[config.mk]
export PLATFORM = sky130hd
export DESIGN_NAME = dec_network
export DESIGN_NICKNAME = d
export VERILOG_FILES = /design/src/rtl/dec_net_pkg.sv /design/src/rtl/dec_leaf.sv /design/src/rtl/dec_coincident.sv /design/src/rtl/dec_tree.sv /design/src/rtl/dec_network.sv
export SDC_FILE = /design/constraint.sdc
export NUM_CORES = 1
export LEC_CHECK = 0
export BUFFER_PORTS_ARGS = -buffer_cell sky130_fd_sc_hd__buf_2
export CORE_AREA = 4 4 99 101
export DETAILED_ROUTE_END_ITERATION = 10
export DIE_AREA = 0 0 103 105
export PLACE_DENSITY = 0.73
export SLEW_MARGIN = 20
export SYNTH_ARGS = -nofsm -noshare
export SYNTH_HDL_FRONTEND = slang
export SYNTH_HIERARCHICAL = 1
export SYNTH_SLANG_ARGS = --single-unit
export TNS_END_PERCENT = 10
[constraint.sdc]
create_clock -name vclk -period 3.97
set_clock_uncertainty 0.15 [all_clocks]
set_input_delay 0.794 -clock vclk [all_inputs]
set_output_delay 0.794 -clock vclk [all_outputs]
set_load 0.03 [all_outputs]
[src/rtl/dec_net_pkg.sv]
package dec_net_pkg;

  // Composition style of the decoder network.
  typedef enum logic [0:0] {
    STYLE_COINCIDENT = 1'b0,
    STYLE_TREE       = 1'b1
  } dec_style_e;

endpackage

[src/rtl/dec_leaf.sv]
module dec_leaf #(
  parameter int K = 4
) (
  input  logic               en,
  input  logic [K-1:0]       sel,
  output logic [(1<<K)-1:0]  lines
);
  localparam int W = 1 << K;

  always_comb begin
    for (int j = 0; j < W; j++) begin
      lines[j] = en && (sel == K'(j));
    end
  end

  always_comb begin
    if (en) begin
      AST_LEAF_ONEHOT: assert ($onehot(lines) && lines[sel]) else $error("leaf one-hot broken");
    end else begin
      AST_LEAF_IDLE: assert (lines == '0) else $error("leaf active while disabled");
    end
  end
endmodule

[src/rtl/dec_coincident.sv]
module dec_coincident #(
  parameter int N = 8,
  parameter int K = 4
) (
  input  logic               en,
  input  logic [N-1:0]       code,
  output logic [(1<<N)-1:0]  onehot
);
  localparam int R    = N / K;
  localparam int W    = 1 << K;
  localparam int OUTS = 1 << N;

  logic [W-1:0] slice_lines [R];

  // One leaf per K-bit slice; only the most significant slice sees en.
  for (genvar j = 0; j < R; j++) begin : g_leaf
    logic leaf_en;
    if (j == R - 1) begin : g_top
      assign leaf_en = en;
    end else begin : g_rest
      assign leaf_en = 1'b1;
    end
    dec_leaf #(.K(K)) u_leaf (
      .en    (leaf_en),
      .sel   (code[j*K +: K]),
      .lines (slice_lines[j])
    );
  end

  // One R-input AND per output: line of each slice picked by that slice of i.
  for (genvar i = 0; i < OUTS; i++) begin : g_and
    logic [R-1:0] terms;
    for (genvar j = 0; j < R; j++) begin : g_term
      localparam int PICK = (i >> (j*K)) % W;
      assign terms[j] = slice_lines[j][PICK];
    end
    assign onehot[i] = &terms;
  end

  always_comb begin
    if (!en) begin
      AST_COIN_GATED: assert (slice_lines[R-1] == '0 && onehot == '0) else $error("coincident enable leak");
    end
  end
endmodule

[src/rtl/dec_tree.sv]
module dec_tree #(
  parameter int N = 8,
  parameter int K = 4
) (
  input  logic               en,
  input  logic [N-1:0]       code,
  output logic [(1<<N)-1:0]  onehot
);
  localparam int R = N / K;
  localparam int W = 1 << K;

  for (genvar l = 0; l < R; l++) begin : g_lvl
    localparam int NLEAF = 1 << (l*K);
    localparam int LW    = NLEAF * W;
    localparam int LSB   = (R - 1 - l) * K;
    logic [NLEAF-1:0] leaf_en;
    logic [LW-1:0]    outs;

    if (l == 0) begin : g_root
      assign leaf_en = en;
    end else begin : g_inner
      assign leaf_en = g_lvl[l-1].outs;
    end

    for (genvar m = 0; m < NLEAF; m++) begin : g_node
      dec_leaf #(.K(K)) u_leaf (
        .en    (leaf_en[m]),
        .sel   (code[LSB +: K]),
        .lines (outs[m*W +: W])
      );
    end

    always_comb begin
      AST_TREE_PATH: assert ($countones(outs) == $countones(leaf_en)) else $error("tree level fan-out broken");
    end
  end

  assign onehot = g_lvl[R-1].outs;
endmodule

[src/rtl/dec_network.sv]
module dec_network
  import dec_net_pkg::*;
#(
  parameter int         N     = 8,
  parameter int         K     = 4,
  parameter dec_style_e STYLE = STYLE_COINCIDENT
) (
  input  logic               en,
  input  logic [N-1:0]       code,
  output logic [(1<<N)-1:0]  onehot
);
  if (K < 1 || N < K || (N % K) != 0) begin : g_bad_cfg
    $error("dec_network: N must be a positive multiple of K");
  end

  if (STYLE == STYLE_TREE) begin : g_tree
    dec_tree #(.N(N), .K(K)) u_core (
      .en     (en),
      .code   (code),
      .onehot (onehot)
    );
  end else begin : g_coin
    dec_coincident #(.N(N), .K(K)) u_core (
      .en     (en),
      .code   (code),
      .onehot (onehot)
    );
  end

  always_comb begin
    if (!en) begin
      AST_NET_IDLE: assert (onehot == '0) else $error("output active while disabled");
    end else begin
      AST_NET_ONEHOT: assert ($onehot(onehot)) else $error("output not one-hot");
      AST_NET_HIT: assert (onehot[code]) else $error("wrong output raised");
    end
  end
endmodule

# After elaboration in Yosys (flattened, before gate mapping)
# Index checks and enable logic that the tools add are counted.
[totals]
reg_bits = 0
elab_cells = 304
output_inout_bits = 256
in_bits = 9
[classes]
reduce_logical = 274
n_eq_ne = 30
[op_table]
columns = ["cell", "n"]
rows = [
  ["$reduce_and 2->1", 256],
  ["$eq 4x4->1 const B", 16],
  ["$eq 4x3->1 const B", 8],
  ["$eq 4x2->1 const B", 4],
  ["$logic_and 1x1->1", 16],
  ["$eq 4x1->1 const B", 2],
  ["$logic_not 4->1", 2],
]

# Logic depth before layout (Yosys ltp)
# Gate-level depths: netlist of run 1.
[logic_depth]
word_depth = 3
ltp_mapped = 4
depth_no_buf = 3

# Cells and area by module
# Netlist of run 1, hierarchy kept.
[modules_own_cells]
columns = ["module", "instances", "area_each_um2", "cells_per_inst"]
rows = [
  ["dec_coincident", 1, 1919.3, 289],
  ["dec_leaf", 2, 117.6, 23],
]

# Worst setup path before layout of run 1
# OpenSTA, ideal clock, no wires.
[synth_path]
path_type = "input to output"
startpoint = "input port code[6]"
endpoint = "output port onehot[16]"
required_time_ns = 3.026
arrival_ns = 1.872
slack_ns = 1.154
stages = 4
path_cell_list = "or3b_4 nor2_1 buf_6 and2_1"
[synth_between]
elab_chain_cells = 3
[synth_lines]
columns = ["item", "line_no", "text"]
rows = [
  ["from (decl)", "dec_network.sv:9", "input logic [N-1:0] code,"],
  ["$eq 4x1->1", "dec_leaf.sv:12", "lines[j] = en && (sel == K'(j));"],
  ["$logic_and 1x1->1", "dec_leaf.sv:12", ""],
  ["via g_coin.u_core.g_and[16].terms[1]", "dec_coincident.sv:32", "logic [R-1:0] terms;"],
  ["$reduce_and 2->1", "dec_coincident.sv:37", "assign onehot[i] = &terms;"],
  ["to (decl)", "dec_network.sv:10", "output logic [(1<<N)-1:0] onehot"],
]
# The timed path passes the listed nets, and every way through them passes these cells.

# Worst setup path after layout of run 1
[layout_path]
startpoint = "input port code[7]"
endpoint = "output port onehot[112]"
[layout_between]
elab_chain_cells = 3
[layout_lines]
columns = ["item", "line_no"]
rows = [
  ["$eq 4x3->1", "dec_leaf.sv:12"],
  ["$logic_and 1x1->1", "dec_leaf.sv:12"],
  ["via g_coin.u_core.g_and[112].terms[1]", "dec_coincident.sv:32"],
  ["$reduce_and 2->1", "dec_coincident.sv:37"],
]
# The timed path passes the listed nets, and every way through them passes these cells.

==> results.json, run 1 <==
{
  "syn_area_um2": 2155,
  "crit_path_top_delay_cell": "sky130_fd_sc_hd__nor2_1",
  "worst-path-max-fanout": 11,
  "final_net_count": 614,
  "ratio_of_cells_with_drive_above_1_in_the_final_layout": 0.5340,
  "timing.critical_path.arrival_ns": 2.09,
  "synth_area_per_cell_um2": 6.432,
  "vias": 3007,
  "max_freq_mhz": 329.8,
  "die_x_um": 103,
  "synth.yosys.warnings": 6,
  "register_area_um2": 0,
  "nFlopsAndLatches": 0,
  "final_antenna_violating_net_count": 0,
  "cp_data_required_time_ns": 3.03,
  "viasPerCell": 4.211,
  "multi_input_logic_area_um2": 1893,
  "num_antenna_cells": 0,
  "post_cts.repair.setup_buffers": 0,
  "clock_buffer_instance_count_of_the_final_layout": 0,
  "core.rowCount": 35,
  "area_growth_synth_to_finish_pct": 67.02,
  "synth_sequential_area_ratio": 0,
  "portBuffers": 265,
  "finalNonFillerCells": 714,
  "setup_viol_count_final": 0,
  "final.period_utilization": 0.7637,
  "count_of_max_cap_constraint_violations": 0,
  "grt_max_degree": 17,
  "routed_wire_length_per_instance_um": 15.03,
  "p_leak_nw": 2.476,
  "cts.repair.resized": 0,
  "detailedRoute.firstPassIterationCount": 4,
  "place.detailed.hpwl_mm": 8.641,
  "postSynthCellCount": 335,
  "grt_pass1_wl_mm": 15.29,
  "dp_slack_ns": 0.9444,
  "fillers": 995,
  "fp.dieH_um": 105,
  "powerDensity_nw_per_um2": 17.81,
  "cts_hold_buffers": 0,
  "fp.coreArea_um2": 9021,
  "post-route-worst-setup-slack_ns": 0.9382,
  "finalWeightedCongestion": 0.8095,
  "finalWorstPathRequiredPeriod_ns": 3.032,
  "path_common_cell": "sky130_fd_sc_hd__buf_2",
  "critical_path_buf_inv_count": 3,
  "dp.cells": 714,
  "timing.setup.tns_ns": 0,
  "layout.core_utilization": 0.3989,
  "hold_viol_final": 0,
  "drt-total-wl_mm": 10.73,
  "starting_utilization_of_the_core_area": 0.2388,
  "io_pins": 265,
  "outcome": "complete, no violations",
  "hold_path_end": "onehot[142]",
  "synth.distinct_cells": 13,
  "dieArea_um2": 10820,
  "most_frequent_standard_cell_in_the_layout_excluding_fill_and_tap_cells": "sky130_fd_sc_hd__buf_2",
  "layout_common_cells": "265 x sky130_fd_sc_hd__buf_2, 239 x sky130_fd_sc_hd__and2_1, 32 x sky130_fd_sc_hd__buf_4",
  "critical_path.cell_chain": "buf_2, nand3b_1, nor2_1, buf_4, and2_1, buf_2",
  "setup_repair_after_global_routing_missed_its_margin": "false",
  "critPathCaptureType": "primary output",
  "critical-path-max-stage-delay_ns": 0.36,
  "grt.overflow.total": 0,
  "min-delay-path-class": "in2out",
  "min_from": "code[5]",
  "grt_antenna_before_repair": 1,
  "type_of_the_setup_path_with_the_least_slack": "in2out",
  "worstSetupStartpointType": "input pin",
  "grt_pass1_vias": 2758,
  "hold_ws_ns": 1.994,
  "drt_drc_violations_left": 0,
  "holdPathStages": 4,
  "grt_overall_usage": 0.1786,
  "slew_violations": 0,
  "power.ir.vdd_worst_uv": 33.23,
  "critical-path-top-delay-family": "simple AND/OR/NAND/NOR gates",
  "drt_iter0_markers": 104
}
-- worst max-delay path by stage --
stage             from     endpoint  slack, ns  cells after the start
2_1_floorplan  code[6]   onehot[16]       1.15                      4
3_3_place_gp   code[7]  onehot[122]       0.92                      6
3_5_place_dp   code[7]  onehot[112]       0.94                      6
4_1_cts        code[7]  onehot[112]       0.94                      6
5_1_grt        code[7]  onehot[112]       0.82                      6
6_report       code[7]  onehot[112]       0.94                      6
-- final cells by class --
cell class                      count  area share
Tap cell                          111     0.03860
Timing Repair Buffer              297      0.4353
Multi-Input combinational cell    306      0.5261
-- per-stage QoR --
step / instance area [um2] / power, W
final: 3598 / 0.00006410
after global routing: 3598 / 0.00007105
after CTS: 3598 / 0.00006457
after detailed placement: 3598 / 0.00006448
after global placement: 3598 / 0.00006385
after floorplan: 2166 / 0.00003804
-- tightest hold or removal path, stage by stage --
cell	delay, ns
sky130_fd_sc_hd__buf_2	0.16
sky130_fd_sc_hd__nor3_2	0.08
sky130_fd_sc_hd__and2_1	0.15
sky130_fd_sc_hd__buf_2	0.17
-- report_power, final --
group	total, W	internal, W	switching [W]	leakage (nW)
clock network	0	0	0	0
registers	0	0	0	0
logic	0.0000641	0.0000190	0.0000451	2.48
-- kinds of logic (layout without fill, tap and decap cells) --
family | Yosys count | in the layout | synth area share
buffers and inverters | 32 | 297 | 0.1359
other | 1 | 4 | 0.001740
AND/OR/NAND/NOR | 302 | 302 | 0.8624
-- routing by layer --
| metal | wire (um) | track usage | vias to the layer above |
|---|---|---|---|
| met3 | 744 | 0.01335 | 6 |
| li1 | - | - | 1526 |
| met1 | 4297 | 0.2104 | 1310 |
| met5 | 0 | 0 | - |
| met4 | 70 | 0.02128 | 0 |
| met2 | 5622 | 0.3492 | 165 |
-- synthesized netlist by cell type, drive strengths merged --
library cell,number,area [um2]
and2,256,1623
buf,32,292.8
nor2,24,90.09
nor3,8,50.05
nand2b,4,25.02
nand3b,4,30.03
nand2,2,7.510
nand3,2,10.01
or3b,2,22.52
conb,1,3.750
(Power assumes the default switching activity.)
==> inputs of run 2 (changes only) <==
Settings changed: CORE_AREA 4 4 99 101 to 4 4 102 104, DIE_AREA 0 0 103 105 to 0 0 106 108, PLACE_DENSITY 0.73 to 0.7.
Clock period 3.97 ns to 3.1 ns, I/O delays scaled along.
==> run 2 against run 1 <==
Global-route usage down 1.2 points; hold slack worse by 0.22 ns; non-clock buffer count up 2; utilization down 1.8 points; sequential share of layout area unchanged; critical endpoint is now onehot[240]; largest cell class unchanged; largest power group unchanged.
==> results.json, run 2 (synthesis gave the netlist of run 1 again) <==
{
  "outcome": "complete, no violations",
  "io_pins": 265,
  "detailedRoute.firstPassIterationCount": 4,
  "dpl_cell_area_um2": 3636,
  "starting_utilization_of_the_core_area": 0.2256,
  "worstSetupStartpointType": "input pin",
  "num_antenna_cells": 0,
  "drt_drc_violations_left": 0,
  "fp.dieH_um": 108,
  "viasPerCell": 4.112,
  "timing.critical_path.arrival_ns": 1.87,
  "max_freq_mhz": 379.1,
  "die_x_um": 106,
  "finalWorstPathRequiredPeriod_ns": 2.638,
  "portBuffers": 265,
  "clock_buffer_instance_count_of_the_final_layout": 0,
  "hold_path_end": "onehot[15]",
  "path_common_cell": "sky130_fd_sc_hd__buf_2",
  "finalWeightedCongestion": 0.8100,
  "final_net_count": 616,
  "core.rowCount": 36,
  "wl_met2_mm": 5.709,
  "grt_pass1_wl_mm": 15.30,
  "count_of_max_cap_constraint_violations": 0,
  "most_frequent_standard_cell_in_the_layout_excluding_fill_and_tap_cells": "sky130_fd_sc_hd__buf_2",
  "register_area_um2": 0,
  "nFlopsAndLatches": 0,
  "final.period_utilization": 0.8509,
  "design_area_um2": 3636,
  "drt-total-wl_mm": 10.84,
  "dieArea_um2": 11450,
  "ratio_of_cells_with_drive_above_1_in_the_final_layout": 0.5339,
  "cp_data_required_time_ns": 2.33,
  "cts.repair.resized": 0,
  "routed_wire_length_per_instance_um": 14.69,
  "drt_iter0_markers": 152,
  "crit_path_top_delay_cell": "sky130_fd_sc_hd__or3b_4",
  "type_of_the_setup_path_with_the_least_slack": "in2out",
  "wl_met1_mm": 4.251,
  "hold_viol_final": 0,
  "layout_common_cells": "265 x sky130_fd_sc_hd__buf_2, 239 x sky130_fd_sc_hd__and2_1, 34 x sky130_fd_sc_hd__buf_4",
  "setup_repair_after_global_routing_missed_its_margin": "false",
  "critical_path.cell_chain": "buf_2, or3b_4, nor3_2, buf_4, and2_1, buf_2",
  "critPathCaptureType": "primary output",
  "met3_wirelength_um": 839,
  "final_antenna_violating_net_count": 0,
  "fp.coreArea_um2": 9549,
  "place.detailed.hpwl_mm": 8.707,
  "post_cts.repair.setup_buffers": 0,
  "power.ir.vdd_worst_uv": 33.84,
  "min_from": "code[1]",
  "critical-path-max-stage-delay_ns": 0.42,
  "worst-path-max-fanout": 16,
  "timing.setup.tns_ns": 0,
  "grt_antenna_before_repair": 0,
  "holdPathStages": 5,
  "area_growth_synth_to_finish_pct": 68.76,
  "grt_pass1_vias": 2685,
  "vias": 3035,
  "grt_overall_usage": 0.1667,
  "min-delay-path-class": "in2out",
  "grt_max_degree": 17,
  "cts_hold_buffers": 0,
  "p_leak_nw": 2.485,
  "fillers": 1100,
  "slew_violations": 0,
  "powerDensity_nw_per_um2": 22.90,
  "grt.overflow.total": 0,
  "highest_layer": "met4",
  "setup_viol_count_final": 0
}
==> run 2: through the flow <==
step | std cells | power, W | util | hold slack, ns | worst slack (ns)
after floorplan | 338 | 0.00004871 | - | 1.356 | 0.6318
after global placement | 738 | 0.00008239 | 0.3808 | 1.766 | 0.4529
after detailed placement | 738 | 0.00008305 | 0.3808 | 1.764 | 0.4515
after CTS | 738 | 0.00008313 | 0.3808 | 1.766 | 0.4462
after global routing | 738 | 0.00009138 | 0.3808 | 1.807 | 0.3059
final | 738 | 0.00008328 | 0.3808 | 1.775 | 0.4621
==> run 2: worst max path at each step <==
stage | cells past startpoint | slack [ns] | start | end
5_1_grt | 6 | 0.31 | code[0] | onehot[202]
3_5_place_dp | 6 | 0.45 | code[0] | onehot[138]
4_1_cts | 6 | 0.45 | code[0] | onehot[138]
3_3_place_gp | 6 | 0.45 | code[0] | onehot[26]
6_report | 6 | 0.46 | code[2] | onehot[240]
2_1_floorplan | 4 | 0.63 | code[6] | onehot[16]
==> run 2: per-layer routing <==
| layer | vias up | global-route usage |
|---|---|---|
| li1 | 1531 | - |
| met3 | 6 | 0.02507 |
| met2 | 141 | 0.3311 |
| met4 | 0 | 0.01943 |
| met1 | 1357 | 0.1927 |
| met5 | - | 0 |
==> run 2: power breakdown <==
part	switching (W)	internal, W
combinational	0.0000585	0.0000248
clock	0	0
sequential	0	0
==> run 2: layout make-up <==
type               count  area, um2  share of cell area
repair buffers       299       1582              0.4350
well taps            133      166.4             0.04577
multi-input cells    306       1888              0.5193
==> run 2: critical path: cells and delay by family <==
family / cells / cell delay [ns]
simple gates: 3 / 0.69
buf+inv: 3 / 0.55
==> inputs of run 3 (changes only) <==
Clock period 3.1 ns to 2.7 ns, I/O delays scaled along.
==> run 3 against run 2 <==
Combinational power up 14%; final cell count up 0.27%; critical path depth unchanged; first-iteration DRC count down 0.66%; total power up 14%; hold slack worse by 0.25 ns.
==> results.json, run 3 (synthesis gave the netlist of run 1 again) <==
{
  "grt.overflow.total": 0,
  "worstSetupStartpoint": "code[6]",
  "grt_pass1_vias": 2713,
  "final_antenna_violating_net_count": 0,
  "hold_ws_ns": 1.529,
  "count_of_max_cap_constraint_violations": 0,
  "number_of_cells_on_the_critical_path": 6,
  "critical_path.cell_chain": "buf_2, or3b_4, nor2_1, buf_4, and2_1, buf_2",
  "cts.repair.resized": 0,
  "cp_data_required_time_ns": 2.01,
  "finalWorstPathRequiredPeriod_ns": 2.457,
  "setup_repair_after_global_routing_missed_its_margin": "false",
  "p_leak_nw": 2.496,
  "most_frequent_standard_cell_in_the_layout_excluding_fill_and_tap_cells": "sky130_fd_sc_hd__buf_2",
  "critical-path-top-delay-family": "simple AND/OR/NAND/NOR gates",
  "type_of_the_setup_path_with_the_least_slack": "in2out",
  "post_cts.repair.setup_buffers": 0,
  "pwr-share-comb": 1.000,
  "grt_max_degree": 17,
  "grt_pass1_wl_mm": 15.57,
  "viasPerCell": 4.093,
  "drt_iter0_markers": 151,
  "critical-path-max-stage-delay_ns": 0.41,
  "path_common_cell": "sky130_fd_sc_hd__buf_2",
  "timing.critical_path.arrival_ns": 1.77,
  "worst-path-max-fanout": 13,
  "max_freq_mhz": 407.0,
  "powerDensity_nw_per_um2": 26.08,
  "cts_hold_buffers": 0,
  "fp.dieH_um": 108,
  "grt_antenna_before_repair": 0,
  "nFlopsAndLatches": 0,
  "num_antenna_cells": 0,
  "routed_wire_length_per_instance_um": 14.37,
  "clock_buffer_instance_count_of_the_final_layout": 0,
  "drt-total-wl_mm": 10.63,
  "netSwitchingFraction": 0.6955,
  "p_sw_w": 0.00006622,
  "crit_path_top_delay_cell": "sky130_fd_sc_hd__or3b_4",
  "hold_viol_final": 0,
  "endpoint": "onehot[19]",
  "worstSetupStartpointType": "input pin",
  "place.detailed.hpwl_mm": 8.568,
  "final_net_count": 618,
  "holdPathStages": 4,
  "pwr-share-seq": 0,
  "io_pins": 265,
  "layout_common_cells": "265 x sky130_fd_sc_hd__buf_2, 239 x sky130_fd_sc_hd__and2_1, 36 x sky130_fd_sc_hd__buf_4",
  "ratio_of_cells_with_drive_above_1_in_the_final_layout": 0.5354,
  "vias": 3029,
  "clkPwrFrac": 0,
  "area_growth_synth_to_finish_pct": 69.45,
  "power.internal_w": 0.00002899,
  "min-delay-path-class": "in2out",
  "detailedRoute.firstPassIterationCount": 4,
  "setup_viol_count_final": 0,
  "finalWeightedCongestion": 0.7609,
  "timing.setup.tns_ns": 0,
  "critPathCaptureType": "primary output",
  "fp.coreArea_um2": 9549,
  "starting_utilization_of_the_core_area": 0.2256,
  "dieArea_um2": 11450,
  "critical_path_buf_inv_count": 3,
  "core.rowCount": 36,
  "grt_overall_usage": 0.1668,
  "slew_violations": 0,
  "die_x_um": 106,
  "register_area_um2": 0,
  "drt_drc_violations_left": 0,
  "portBuffers": 265,
  "power.ir.vdd_worst_uv": 34.63,
  "outcome": "complete, no violations",
  "final.period_utilization": 0.9100
}
-- run 3: power by group through the flow --
stage	sequential, W	clock, W	combinational, W
after global routing	0	0	0.000105
final	0	0	0.0000952
after CTS	0	0	0.0000954
after floorplan	0	0	0.0000559
after global placement	0	0	0.0000946
after detailed placement	0	0	0.0000953
-- run 3: cell type report --
class / count / area [um2]
fillers: 1091 / 5898
multi-input cells: 306 / 1888
repair buffers: 301 / 1597
well taps: 133 / 166.4
-- run 3: stage by stage --
| step | power (W) | area (um2) | util | cells | setup slack, ns |
|---|---|---|---|---|---|
| 2_1_floorplan | 0.00005593 | 2166 | - | 338 | 0.3918 |
| 3_3_place_gp | 0.00009456 | 3651 | 0.3823 | 740 | 0.2343 |
| 3_5_place_dp | 0.00009527 | 3651 | 0.3823 | 740 | 0.2233 |
| 4_1_cts | 0.00009540 | 3651 | 0.3823 | 740 | 0.2158 |
| 5_1_grt | 0.0001052 | 3651 | 0.3823 | 740 | 0.1235 |
| 6_report | 0.00009521 | 3651 | 0.3823 | 740 | 0.2431 |
-- run 3: metal layers --
metal | wire length, um | up-vias | global-route usage
met1 | 4253 | 1354 | 0.1985
met4 | 35 | 0 | 0.01110
li1 | - | 1536 | -
met5 | 0 | - | 0
met3 | 732 | 2 | 0.02090
met2 | 5610 | 137 | 0.3315
-- run 3: worst min path at each step --
stage / from / end
floorplan: code[5] / onehot[1]
global placement: code[4] / onehot[79]
detailed placement: code[4] / onehot[79]
CTS: code[4] / onehot[79]
global route: code[5] / onehot[79]
finish: code[4] / onehot[79]
